[src/rtl/fwh_pkg.sv]
package fwh_pkg;

    // Frame segments in bus order
    typedef enum logic [3:0] {
        PH_IDLE  = 4'd0,
        PH_START = 4'd1,
        PH_SEL   = 4'd2,
        PH_ADDR  = 4'd3,
        PH_SIZE  = 4'd4,
        PH_DATA  = 4'd5,
        PH_HOFF  = 4'd6,   // host drives ones, then lets go
        PH_FLOAT = 4'd7,   // target takes over
        PH_SYNC  = 4'd8,   // target drives sync
        PH_TOFF  = 4'd9,   // target drives ones, then lets go
        PH_BACK  = 4'd10   // host takes bus back
    } phase_e;

    localparam logic [3:0] START_CODE = 4'b1110;
    localparam logic [3:0] SIZE_ONE   = 4'b0000;
    localparam logic [3:0] SYNC_OK    = 4'b0000;
    localparam logic [3:0] PARK_ONES  = 4'b1111;

endpackage

[src/rtl/fwh_frame_seq.sv]
module fwh_frame_seq
    import fwh_pkg::*;
#(
    parameter int ID_W    = 4,
    parameter int ADDR_W  = 28,
    parameter int DATA_W  = 8,
    parameter int NIB_W   = 4
) (
    input  logic              clk,
    input  logic              rst_n,
    input  logic              req_valid,
    input  logic [ID_W-1:0]   req_id,
    input  logic [ADDR_W-1:0] req_addr,
    input  logic [DATA_W-1:0] req_data,
    output phase_e            phase,
    output logic [$clog2(ADDR_W/NIB_W)-1:0] idx,
    output logic [ID_W-1:0]   lat_id,
    output logic [ADDR_W-1:0] lat_addr,
    output logic [DATA_W-1:0] lat_data,
    output logic              take
);

    localparam int ADDR_NIBS = ADDR_W / NIB_W;
    localparam int DATA_NIBS = DATA_W / NIB_W;
    localparam int IDX_W     = $clog2(ADDR_NIBS);
    localparam logic [IDX_W-1:0] ADDR_LAST = IDX_W'(ADDR_NIBS - 1);
    localparam logic [IDX_W-1:0] DATA_LAST = IDX_W'(DATA_NIBS - 1);

    typedef struct packed {
        phase_e            ph;
        logic [IDX_W-1:0]  idx;
        logic [ID_W-1:0]   id;
        logic [ADDR_W-1:0] addr;
        logic [DATA_W-1:0] data;
    } seq_t;

    seq_t st_d, st_q;

    always_comb begin
        st_d = st_q;
        take = 1'b0;
        unique case (st_q.ph)
            PH_IDLE: begin
                if (req_valid) begin
                    take    = 1'b1;
                    st_d.ph = PH_START;
                    st_d.id = req_id;
                    st_d.addr = req_addr;
                    st_d.data = req_data;
                    st_d.idx = '0;
                end
            end
            PH_START: st_d.ph = PH_SEL;
            PH_SEL: begin
                st_d.ph  = PH_ADDR;
                st_d.idx = '0;
            end
            PH_ADDR: begin
                if (st_q.idx == ADDR_LAST) begin
                    st_d.ph  = PH_SIZE;
                    st_d.idx = '0;
                end else begin
                    st_d.idx = st_q.idx + 1'b1;
                end
            end
            PH_SIZE: begin
                st_d.ph  = PH_DATA;
                st_d.idx = '0;
            end
            PH_DATA: begin
                if (st_q.idx == DATA_LAST) begin
                    st_d.ph  = PH_HOFF;
                    st_d.idx = '0;
                end else begin
                    st_d.idx = st_q.idx + 1'b1;
                end
            end
            PH_HOFF:  st_d.ph = PH_FLOAT;
            PH_FLOAT: st_d.ph = PH_SYNC;
            PH_SYNC:  st_d.ph = PH_TOFF;
            PH_TOFF:  st_d.ph = PH_BACK;
            PH_BACK:  st_d.ph = PH_IDLE;
            default:  st_d.ph = PH_IDLE;
        endcase
    end

    always_ff @(posedge clk or negedge rst_n) begin
        if (!rst_n) begin
            st_q <= '{ph: PH_IDLE, idx: '0, id: '0, addr: '0, data: '0};
        end else begin
            st_q <= st_d;
        end
    end

    assign phase    = st_q.ph;
    assign idx      = st_q.idx;
    assign lat_id   = st_q.id;
    assign lat_addr = st_q.addr;
    assign lat_data = st_q.data;

endmodule

[src/rtl/fwh_nibble_mux.sv]
module fwh_nibble_mux
    import fwh_pkg::*;
#(
    parameter int ID_W   = 4,
    parameter int ADDR_W = 28,
    parameter int DATA_W = 8,
    parameter int NIB_W  = 4
) (
    input  phase_e            phase,
    input  logic [$clog2(ADDR_W/NIB_W)-1:0] idx,
    input  logic [ID_W-1:0]   id,
    input  logic [ADDR_W-1:0] addr,
    input  logic [DATA_W-1:0] data,
    output logic [NIB_W-1:0]  nib,
    output logic              oe,
    output logic              strobe_n
);

    localparam int ADDR_NIBS = ADDR_W / NIB_W;
    localparam int DATA_NIBS = DATA_W / NIB_W;

    logic [NIB_W-1:0] addr_nib [ADDR_NIBS];
    logic [NIB_W-1:0] data_nib [DATA_NIBS];

    // Address leaves most significant nibble first
    for (genvar a = 0; a < ADDR_NIBS; a++) begin : g_addr
        assign addr_nib[a] = addr[(ADDR_NIBS-1-a)*NIB_W +: NIB_W];
    end

    // Data leaves least significant nibble first
    for (genvar b = 0; b < DATA_NIBS; b++) begin : g_data
        assign data_nib[b] = data[b*NIB_W +: NIB_W];
    end

    always_comb begin
        nib      = PARK_ONES;
        oe       = 1'b1;
        strobe_n = 1'b1;
        unique case (phase)
            PH_START: begin
                nib      = START_CODE;
                strobe_n = 1'b0;
            end
            PH_SEL:   nib = NIB_W'(id);
            PH_ADDR:  nib = addr_nib[idx];
            PH_SIZE:  nib = SIZE_ONE;
            PH_DATA:  nib = data_nib[idx[$clog2(DATA_NIBS)-1:0]];
            PH_HOFF:  nib = PARK_ONES;
            PH_FLOAT,
            PH_SYNC,
            PH_TOFF:  oe  = 1'b0;
            default:  nib = PARK_ONES;
        endcase
    end

endmodule

[src/rtl/fwh_sync_eval.sv]
module fwh_sync_eval
    import fwh_pkg::*;
#(
    parameter int NIB_W = 4
) (
    input  logic             clk,
    input  logic             rst_n,
    input  logic             clear,
    input  logic             sample,
    input  logic [NIB_W-1:0] bus_in,
    output logic             bad
);

    logic bad_d, bad_q;

    always_comb begin
        bad_d = bad_q;
        if (clear) begin
            bad_d = 1'b0;
        end else if (sample) begin
            bad_d = (bus_in != NIB_W'(SYNC_OK));
        end
    end

    always_ff @(posedge clk or negedge rst_n) begin
        if (!rst_n) begin
            bad_q <= 1'b0;
        end else begin
            bad_q <= bad_d;
        end
    end

    assign bad = bad_q;

endmodule

[src/rtl/fwh_wr_init.sv]
module fwh_wr_init
    import fwh_pkg::*;
#(
    parameter int ID_W   = 4,
    parameter int ADDR_W = 28,
    parameter int DATA_W = 8,
    parameter int NIB_W  = 4
) (
    input  logic              clk,
    input  logic              rst_n,
    input  logic              req_valid,
    output logic              req_ready,
    input  logic [ID_W-1:0]   req_id,
    input  logic [ADDR_W-1:0] req_addr,
    input  logic [DATA_W-1:0] req_data,
    output logic [NIB_W-1:0]  bus_out,
    output logic              bus_oe,
    input  logic [NIB_W-1:0]  bus_in,
    output logic              frame_n,
    output logic              done,
    output logic              err
);

    localparam int IDX_W = $clog2(ADDR_W / NIB_W);

    phase_e            phase;
    logic [IDX_W-1:0]  idx;
    logic [ID_W-1:0]   lat_id;
    logic [ADDR_W-1:0] lat_addr;
    logic [DATA_W-1:0] lat_data;
    logic              take;
    logic              bad;

    fwh_frame_seq #(
        .ID_W(ID_W), .ADDR_W(ADDR_W), .DATA_W(DATA_W), .NIB_W(NIB_W)
    ) u_seq (
        .clk(clk), .rst_n(rst_n),
        .req_valid(req_valid), .req_id(req_id),
        .req_addr(req_addr), .req_data(req_data),
        .phase(phase), .idx(idx),
        .lat_id(lat_id), .lat_addr(lat_addr), .lat_data(lat_data),
        .take(take)
    );

    fwh_nibble_mux #(
        .ID_W(ID_W), .ADDR_W(ADDR_W), .DATA_W(DATA_W), .NIB_W(NIB_W)
    ) u_mux (
        .phase(phase), .idx(idx),
        .id(lat_id), .addr(lat_addr), .data(lat_data),
        .nib(bus_out), .oe(bus_oe), .strobe_n(frame_n)
    );

    fwh_sync_eval #(
        .NIB_W(NIB_W)
    ) u_sync (
        .clk(clk), .rst_n(rst_n),
        .clear(take),
        .sample(phase == PH_SYNC),
        .bus_in(bus_in),
        .bad(bad)
    );

    assign req_ready = (phase == PH_IDLE);
    assign done      = (phase == PH_BACK);
    assign err       = done & bad;

endmodule

[config.mk]
export PLATFORM = sky130hd
export DESIGN_NAME = fwh_wr_init
export DESIGN_NICKNAME = d
export VERILOG_FILES = /design/src/rtl/fwh_pkg.sv /design/src/rtl/fwh_frame_seq.sv /design/src/rtl/fwh_nibble_mux.sv /design/src/rtl/fwh_sync_eval.sv /design/src/rtl/fwh_wr_init.sv
export SDC_FILE = /design/constraint.sdc
export NUM_CORES = 1
export LEC_CHECK = 0
export ABC_AREA = 1
export BUFFER_PORTS_ARGS = -buffer_cell sky130_fd_sc_hd__buf_2
export CORE_MARGIN = 4
export CORE_UTILIZATION = 49
export DETAILED_ROUTE_END_ITERATION = 7
export PLACE_DENSITY = 0.76
export SYNTH_ARGS = -nofsm -noshare
export SYNTH_HDL_FRONTEND = slang
export SYNTH_SLANG_ARGS = --single-unit
[constraint.sdc]
create_clock -name clk -period 1.58 [get_ports clk]
set_clock_uncertainty 0.2 [all_clocks]
set_input_delay 0.158 -clock clk [delete_from_list [all_inputs] [get_ports clk]]
set_output_delay 0.158 -clock clk [all_outputs]
set_load 0.05 [all_outputs]
After elaboration in Yosys (flattened, before gate mapping). Cells that the tools add are included.

Register bits: 48. Bits of input ports: 47. Logic and storage cells: 56.

Add/subtract/negate cells: 1. Magnitude comparators: 2. Equality and inequality tests: 15. Multiplexer cells: 20. Bitwise logic cells: 3. Reductions and logical operators: 9.

Operator list (count): $mux 47 (1); $pmux 4 s10 (1); $mux 4 (7); $pmux 4 s5 (1); $eq 4x3->1 const B (4); $bmux 4 s3 (1); $eq 4x4->1 const B (3); $pmux 3 s4 (1); $eq 4x2->1 const B (2); $reduce_bool 4->1 (2); $mux 1 (6); $mux 3 (2); $ne 2x2->1 const B (3); $eq 4x1->1 const B (1); $ge 4x4->1 const B (1); $logic_not 4->1 (1); $not 3->4 (1); $reduce_and 2->1 (2); $add 3x1->3 const B (1); $eq 3x1->1 const B (1); $eq 3x3->1 const B (1); $reduce_and 3->1 (1); $reduce_or 3->1 (1); $ge 2x2->1 const B (1); other kinds (4) (4).

Logic depth before layout (Yosys ltp). Gate-level depths: netlist (run 1).

Word-level depth: 5. Mapped depth: 10. Gate-level depth less buffers: 9.

By module. A second synthesis (run 1) with hierarchy kept.

Cells, all modules: 402. Area, all modules: 2745.1 um2.

Modules (own cells, without submodules): fwh_frame_seq (instances 1, cells each 246, area an instance 1986.9 um2); fwh_nibble_mux (instances 1, cells each 133, area an instance 640.6 um2); fwh_sync_eval (instances 1, cells each 9, area an instance 61.3 um2); fwh_wr_init (instances 1, cells each 14, area an instance 56.3 um2).

Worst setup path before layout (run 1). No wires, ideal clock.

Kind: reg-to-output. Start: reg u_seq.st_q, in the netlist u_seq.phase[3]. End: out err. Data arrival time: 1.859 ns. Required time: 1.222 ns. Setup slack: -0.637 ns. Stages on the path, launching flop included: 5. Buffers on the path: 0. Cells stage by stage: dfrtp_1 inv_1 nor2_1 inv_1 nor3b_1.

Cells in the longest elaborated chain, start to end: 2.

Ends and longest elaborated chain: start, declared (line fwh_frame_seq.sv:37) `seq_t st_d, st_q;`; start signal, assigned (line fwh_frame_seq.sv:89) `st_q <= '{ph: PH_IDLE, idx: '0, id: '0, addr: '0, data: '0};`; start signal, assigned (line fwh_frame_seq.sv:91) `st_q <= st_d;`; $eq 4x4->1 (line fwh_wr_init.sv:64) `assign done = (phase == PH_BACK);`; $and 1x1->1 (line fwh_wr_init.sv:65) `assign err = done & bad;`; end, declared (line fwh_wr_init.sv:21) `output logic err`.

No other way between the ends.

Worst setup path after layout (run 1).
Start: reg u_seq.st_q, in the netlist u_seq.idx[0]. End: out bus_out[3].

Cells in the longest elaborated chain, start to end: 5. Elaborated cells between the ends (all ways): 9.

Ends and longest elaborated chain: $not 3->4 (implied by the code) / $not 1->2 (equally long branches) (line fwh_nibble_mux.sv:45, fwh_nibble_mux.sv:47); $bmux 4 s3 / $mux 4 (equally long branches) (line fwh_nibble_mux.sv:45, fwh_nibble_mux.sv:47); $mux 4, on equally long branches (2 in series) (line fwh_nibble_mux.sv:45, fwh_nibble_mux.sv:47); $pmux 4 s5 (*) (line fwh_nibble_mux.sv:39) `unique case (phase)`; end, declared (line fwh_wr_init.sv:16) `output logic [NIB_W-1:0] bus_out,`.

Every way passes the cells marked *; elsewhere a longest branch is shown, timed or not. The select of a mux whose other input is x is not followed.

==> run summary, run 1 <==
DR vias/cell - 5.86
Failing checks - setup timing
Final Worst Setup Slack - -716 ps
Startpoint Class - flip-flop
Synth warn - 0
Root Driver - clkbuf_8
Critical Path RT - 1220 ps
Fillers - 188
Die footprint - 0.00658 mm^2
Lkg Pwr - 2.42 nW
Std cell rows - 26
Number of max-slew violations in the final report - 0
Post-synth top area share - 0.459
Core ar. - 0.00514 mm^2
CTS Buf Count - 5
Psw - 4.83 mW
# diodes - 0
First-pass GRT wire length - 15500 um
Synth-to-layout area growth - 77.3%
Synth top cells by count - 131 x nand2_1, 48 x dfrtp_1, 39 x inv_1
Routed via count - 3277
# setup viols final - 56
Initial antenna violation count - 0
Worst hold path class - primary input to flip-flop
Tot Pwr - 9.84 mW
Post-route DRC - 0
Worst vdd ir - 1.51 mV
Final period util - 1.45
Sw Ratio - 0.491
WL/cell - 21.8 um
GRT Resource Usage Total - 0.321
Status - finished with violations
Port bufs - 55
Max frequency - 436 MHz
Antenna Nets Post-Route - 0
Comb power frac - 0.694
Final Core Density - 0.903
H-tree lvl count - 2
Yosys cell types - 23
Fraction of registers with async set or reset after synthesis - 1.00
Power share of the clock group - 0.074
Die width - 81.1 um
Top sig layer - met4
Ports - 56
Met3 WL - 1310 um
P per Cell Area - 2120 mW/mm^2
Worst-Margin Slew - 290 ps
Post-Route WL - 12200 um
DP Area - 0.00314 mm^2
Sink Count - 48
Synth area leader - dfrtp_1
Synthesized Nets - 389
Crit end category - output pin
Worst-Skew Late Latency - 320 ps
Total congestion overflow - 0
RSZ-0062 raised after global routing - true
Hold Vio Cnt, Final - 0
Cells after Synth - 342
Largest net degree at the start of global routing - 49
Drt first-iter violations - 333
Hpwl dp - 4510 um
Syn_area_per_cell - 7.66 um^2
Met2 WL post-DR - 5840 um
Total of max-cap violations - 0
Worst EP arrival - 1940 ps
Internal power - 5.00 mW
Starting density of the core - 0.509
Met1 wire length - 4160 um
Number of flops mapped to enable cells by yosys - 0
Fin area - 0.00464 mm^2
Sequential fraction of the synthesis area - 0.459
# nets final - 536
Largest cells by area after synthesis - dfrtp_1 46%, nand2_1 19%, inv_1 5.6%
Gpl congestion - 0.907
Synth Flop Type - dfrtp_1
CTS max path bufs - 2
Critical path type - flip-flop to output pin
Max FO, Critical Path - 7
CTS tree - yes
Vias in the first global route - 3143
Synth Cell Area - 0.00262 mm^2
Seq cells post-synth - 48
Pre-Repair DR Iteration Count - 6
Setup TNS Final - -10720 ps
Flop pwr share - 0.231
Die H - 81.1 um
Max-slew headroom - 0.805
Min Tclk post-route - 2300 ps
Top-count cell post-synth - nand2_1
CTS clock-pin slew for the worst setup and hold paths - 90 ps
Layout cells sized above 1 - 0.493
## power by group through the flow
stage	clock network, mW	registers [mW]	logic [mW]
2_1_floorplan	0	2.09	2.88
3_3_place_gp	0	2.14	3.84
3_5_place_dp	0	2.15	3.94
4_1_cts	0.713	2.14	5.72
5_1_grt	0.773	2.30	7.09
6_report	0.730	2.28	6.83
## through the flow
stage / worst slack [ps] / std cells / hold slack, ps
4_1_cts: -377 / 556 / 19.0
3_3_place_gp: -150 / 483 / -38.7
5_1_grt: -740 / 559 / 25.8
3_5_place_dp: -179 / 483 / -36.5
6_report: -716 / 559 / 5.62
2_1_floorplan: -154 / 342 / -338
## repair_timing
| item | CTS | global route |
|---|---|---|
| setup buffers | 16 | 10 |
| cloned | 10 | 2 |
| pin swaps | 22 | 26 |
| gates resized for setup | 117 | 73 |
| endpoints found under the setup margin | 55 | 56 |
| hold buffers | 41 | 0 |
| hold endpoints to repair | 88 | 0 |
## critical path: stages, from the launching register on
cell	delay (ps)
dfrtp_2	500
buf_12	170
nor2_4	240
nand3_1	130
nand2_1	110
inv_1	60
nand2_1	90
nand2_1	100
nand2_4	90
buf_8	140
## cell type report
class / count / area [um^2] / area share
Multi-Input combinational cell: 240 / 1570 / 0.337
Timing Repair Buffer: 151 / 1530 / 0.330
Sequential cell: 48 / 1210 / 0.260
Inverter: 43 / 174 / 0.0375
Tap cell: 70 / 87.6 / 0.0189
Clock buffer: 6 / 72.6 / 0.0156
Clock inverter: 1 / 5.00 / 0.00108
## state kept, by name (all words and copies together), names as in the netlist
signal / flops
u_seq.phase: 4
u_seq.lat_addr: 28
u_seq.idx: 3
u_seq.lat_id: 4
u_seq.lat_data: 8
u_sync.bad: 1
## placed cells by master, fill, tap and decap left out, types with 2 or more instances in the layout
cell	n
inv_1	31
buf_16	6
dfrtp_1	43
nor2_1	12
inv_2	9
o21ai_2	21
buf_4	23
buf_6	13
a21oi_1	3
nor2_2	3
inv_4	2
nand3_1	16
o21ai_1	9
nand2_1	82
nand2_4	36
nand2_2	30
nand3_2	4
dlygate4sd3_1	41
clkbuf_16	2
nor2_4	9
buf_8	9
buf_12	11
o21ai_0	8
buf_2	46
dfrtp_2	5
nor3b_2	2
clkbuf_8	5
## layer usage
layer | up-vias | global-route usage
met5 | - | 0
met4 | 0 | 0.181
met3 | 95 | 0.0876
met2 | 298 | 0.557
met1 | 1534 | 0.353
li1 | 1350 | -
## path summary, 6_finish.rpt
kind	cells after the start	from	slack [ps]	to
min in group asynchronous	3	rst_n	170	u_seq.lat_data[1]$_DFFE_PN0P_
worst max register to register	8	u_seq.idx[0]$_DFFE_PN0P_	-280	u_seq.idx[1]$_DFFE_PN0P_
worst max-delay path	9	u_seq.idx[0]$_DFFE_PN0P_	-720	bus_out[3]
worst min register to register	2	u_seq.lat_addr[19]$_DFFE_PN0P_	310	u_seq.lat_addr[19]$_DFFE_PN0P_
max in group asynchronous	3	rst_n	750	u_seq.idx[0]$_DFFE_PN0P_
worst min-delay path	4	bus_in[2]	6	u_sync.bad$_DFFE_PN0P_
## logic make-up after synthesis
kind of cell	count (synthesis)	synth area share
compound gates	43	0.104
xor+xnor	1	0.00335
buf+inv	54	0.101
flops	48	0.459
simple gates	196	0.333
Note: power is estimated with default switching activity, not from simulation.
==> inputs of run 2 (changes only) <==
--- a/config.mk
+++ b/config.mk
@@ -8,9 +8,10 @@
 export ABC_AREA = 1
 export BUFFER_PORTS_ARGS = -buffer_cell sky130_fd_sc_hd__buf_2
 export CORE_MARGIN = 4
-export CORE_UTILIZATION = 49
+export CORE_UTILIZATION = 44
 export DETAILED_ROUTE_END_ITERATION = 7
-export PLACE_DENSITY = 0.76
+export MAX_ROUTING_LAYER = met4
+export PLACE_DENSITY = 0.7
 export SYNTH_ARGS = -nofsm -noshare
 export SYNTH_HDL_FRONTEND = slang
 export SYNTH_SLANG_ARGS = --single-unit
==> run 2 against run 1 <==
The flow still finishes with violations (setup timing). Via count decreased by 16%. Non-clock buffer count did not move. Count of clock-buffer cells in the layout rose by 1. Combinational power is 15% lower. Hold slack improved by 23 ps. Highest routed layer unchanged. Critical path depth unchanged.
==> run summary, run 2 (synthesized netlist as in run 1, its figures left out) <==
First-pass GRT wire length - 13200 um (-15%)
H-tree lvl count - 2 (unchanged)
Internal power - 4.80 mW (-4.1%)
Delay-heaviest family, CP - simple AND/OR/NAND/NOR gates
Max frequency - 497 MHz (+14%)
CTS Buf Count - 5 (unchanged)
Critical Path RT - 1220 ps (about the same)
Core ar. - 0.00564 mm^2 (+9.8%)
Min Tclk post-route - 2010 ps (-282 ps)
Power share of the clock group - 0.089 (+0.015)
Synth-to-layout area growth - 64.9%
Drt first-iter violations - 126 (-62%)
Antenna Nets Post-Route - 0 (unchanged)
Layout cells sized above 1 - 0.417 (-0.0762)
Routed via count - 2758 (-16%)
Setup TNS Final - -7410 ps (+3310 ps)
Port bufs - 55 (unchanged)
Final Worst Setup Slack - -433 ps (+282 ps)
Worst vdd ir - 1.62 mV (+7.4%)
Pre-Repair DR Iteration Count - 4 (-2)
# nets final - 538 (+0.37%)
Hpwl dp - 4620 um (+2.6%)
Worst-Skew Late Latency - 310 ps (about the same)
Starting density of the core - 0.464 (-0.0453)
Max incr delay on CP - 460 ps (-40 ps)
Vias in the first global route - 2853 (-9.2%)
P per Cell Area - 2030 mW/mm^2 (-4.0%)
Initial antenna violation count - 0 (unchanged)
Post-Route WL - 8310 um (-32%)
Final period util - 1.27 (-0.179)
Psw - 3.98 mW (-18%)
Max-slew headroom - 0.822 (+0.0176)
Critical path type - flip-flop to output pin
RSZ-0062 raised after global routing - true
WL/cell - 14.7 um (-32%)
GRT Resource Usage Total - 0.235 (-0.0862)
Worst-Margin Slew - 267 ps (-23.3 ps)
Root Driver - clkbuf_8
Number of max-slew violations in the final report - 0 (unchanged)
Startpoint Class - flip-flop
Status - finished with violations
Slowest cell on crit path - dfrtp_2
Std cell rows - 27 (+3.8%)
Post-route DRC - 0 (unchanged)
Die footprint - 0.00725 mm^2 (+10%)
DR vias/cell - 4.89 (-17%)
Gpl congestion - 0.928 (+2.3%)
CP cell instances - buf_6 -> nor2_4 -> nand3_2 -> nand2_1 -> inv_1 -> nand2_1 -> nand2_2 -> nand2_2 -> buf_8
Lkg Pwr - 2.14 nW (-11%)
Most common cell after layout, fill and taps aside - nand2_1
Sink Count - 48 (unchanged)
Fin area - 0.00432 mm^2 (-7.0%)
Max FO, Critical Path - 6 (-1)
Fin cells - 564 (+0.89%)
DP Area - 0.00319 mm^2 (+1.5%)
CTS clock-pin slew for the worst setup and hold paths - 90 ps (about the same)
Comb power frac - 0.663 (-0.031)
# diodes - 0 (unchanged)
Failing checks - setup timing
Placed insts - 491 (+1.7%)
Die H - 85.1 um (+5.0%)
Total congestion overflow - 0 (unchanged)
Hold Vio Cnt, Final - 0 (unchanged)
Worst hold path class - primary input to flip-flop
Die width - 85.1 um (+5.0%)
Crit end category - output pin
Buffers & Inverters on Critical Path - 3 (unchanged)
Flop pwr share - 0.248 (+0.017)
Max reg flops - 28 (unchanged)
CTS tree - yes
Sw Ratio - 0.453 (-0.0379)
Worst EP arrival - 1660 ps (-280 ps)
Largest net degree at the start of global routing - 49 (unchanged)
Total of max-cap violations - 0 (unchanged)
# setup viols final - 56 (unchanged)
Commonest cells after routing, fill and taps aside - 111 x nand2_1, 46 x buf_2, 45 x dfrtp_1, 41 x dlygate4sd3_1, 34 x inv_1
CTS max path bufs - 2 (unchanged)
Ports - 56 (unchanged)
-- run 2: layout make-up --
cell class	instances	area, um^2
Timing Repair Buffer	151	1440
Timing Repair inverter	2	15.0
Clock buffer	7	86.3
Multi-Input combinational cell	240	1300
Fill cell	368	1320
Clock inverter	1	7.51
Tap cell	72	90.1
Sequential cell	48	1200
Inverter	43	174
-- run 2: worst paths after layout --
| kind | startpoint | endpoint | slack (ps) | cells past startpoint |
|---|---|---|---|---|
| worst max register to register | u_seq.phase[3]$_DFFE_PN0P_ | u_seq.lat_addr[4]$_DFFE_PN0P_ | -200 | 9 |
| min in group asynchronous | rst_n | u_seq.lat_data[0]$_DFFE_PN0P_ | 150 | 3 |
| worst min register to register | u_seq.lat_addr[17]$_DFFE_PN0P_ | u_seq.lat_addr[17]$_DFFE_PN0P_ | 290 | 2 |
| max in group asynchronous | rst_n | u_seq.phase[0]$_DFFE_PN0P_ | 780 | 3 |
| worst max-delay path | u_seq.idx[0]$_DFFE_PN0P_ | bus_out[1] | -430 | 9 |
| worst min-delay path | req_valid | u_seq.phase[2]$_DFFE_PN0P_ | 30 | 5 |
-- run 2: routing by layer --
layer / vias to the layer above / routed length (um) / GRT usage
li1: 1353 / - / -
met1: 1302 / 3440 / 0.273
met2: 87 / 4370 / 0.412
met3: 16 / 322 / 0.0359
met4: 0 / 172 / 0.0763
met5: - / 0 / -
-- run 2: through the flow --
stage               setup slack [ps]  power (mW)   util  hold slack, ps
global placement                -159        6.12  0.566           -35.5
global route                    -555        9.32  0.765            49.9
CTS                             -346        8.28  0.741            21.4
detailed placement              -177        6.20  0.566           -34.1
floorplan                       -154        4.97      -            -338
finish                          -433        8.78  0.765            28.7
-- run 2: power by group through the flow --
stage / Sequential [mW] / Clock (mW) / Combinational [mW]
after global placement: 2.12 / 0 / 4.01
final: 2.18 / 0.777 / 5.82
after CTS: 2.13 / 0.789 / 5.36
after global routing: 2.23 / 0.833 / 6.26
after detailed placement: 2.14 / 0 / 4.06
after floorplan: 2.09 / 0 / 2.88
-- run 2: repair_timing --
action	4_1_cts	5_1_grt
pin swaps	10	13
gates cloned	6	2
endpoints found under the hold margin	88	0
endpoints found under the setup margin	54	56
gates resized for setup	67	44
hold buffers	41	0
buffers inserted	13	7
-- run 2: worst register-to-register path, cell delays in order (launching register included) --
cell and delay [ps]:
dfrtp_1 450, nor2_4 190, buf_6 120, nand2_4 70
nor2_8 120, buf_12 120, buf_8 110, buf_12 120
nand2_1 80, o21ai_1 110
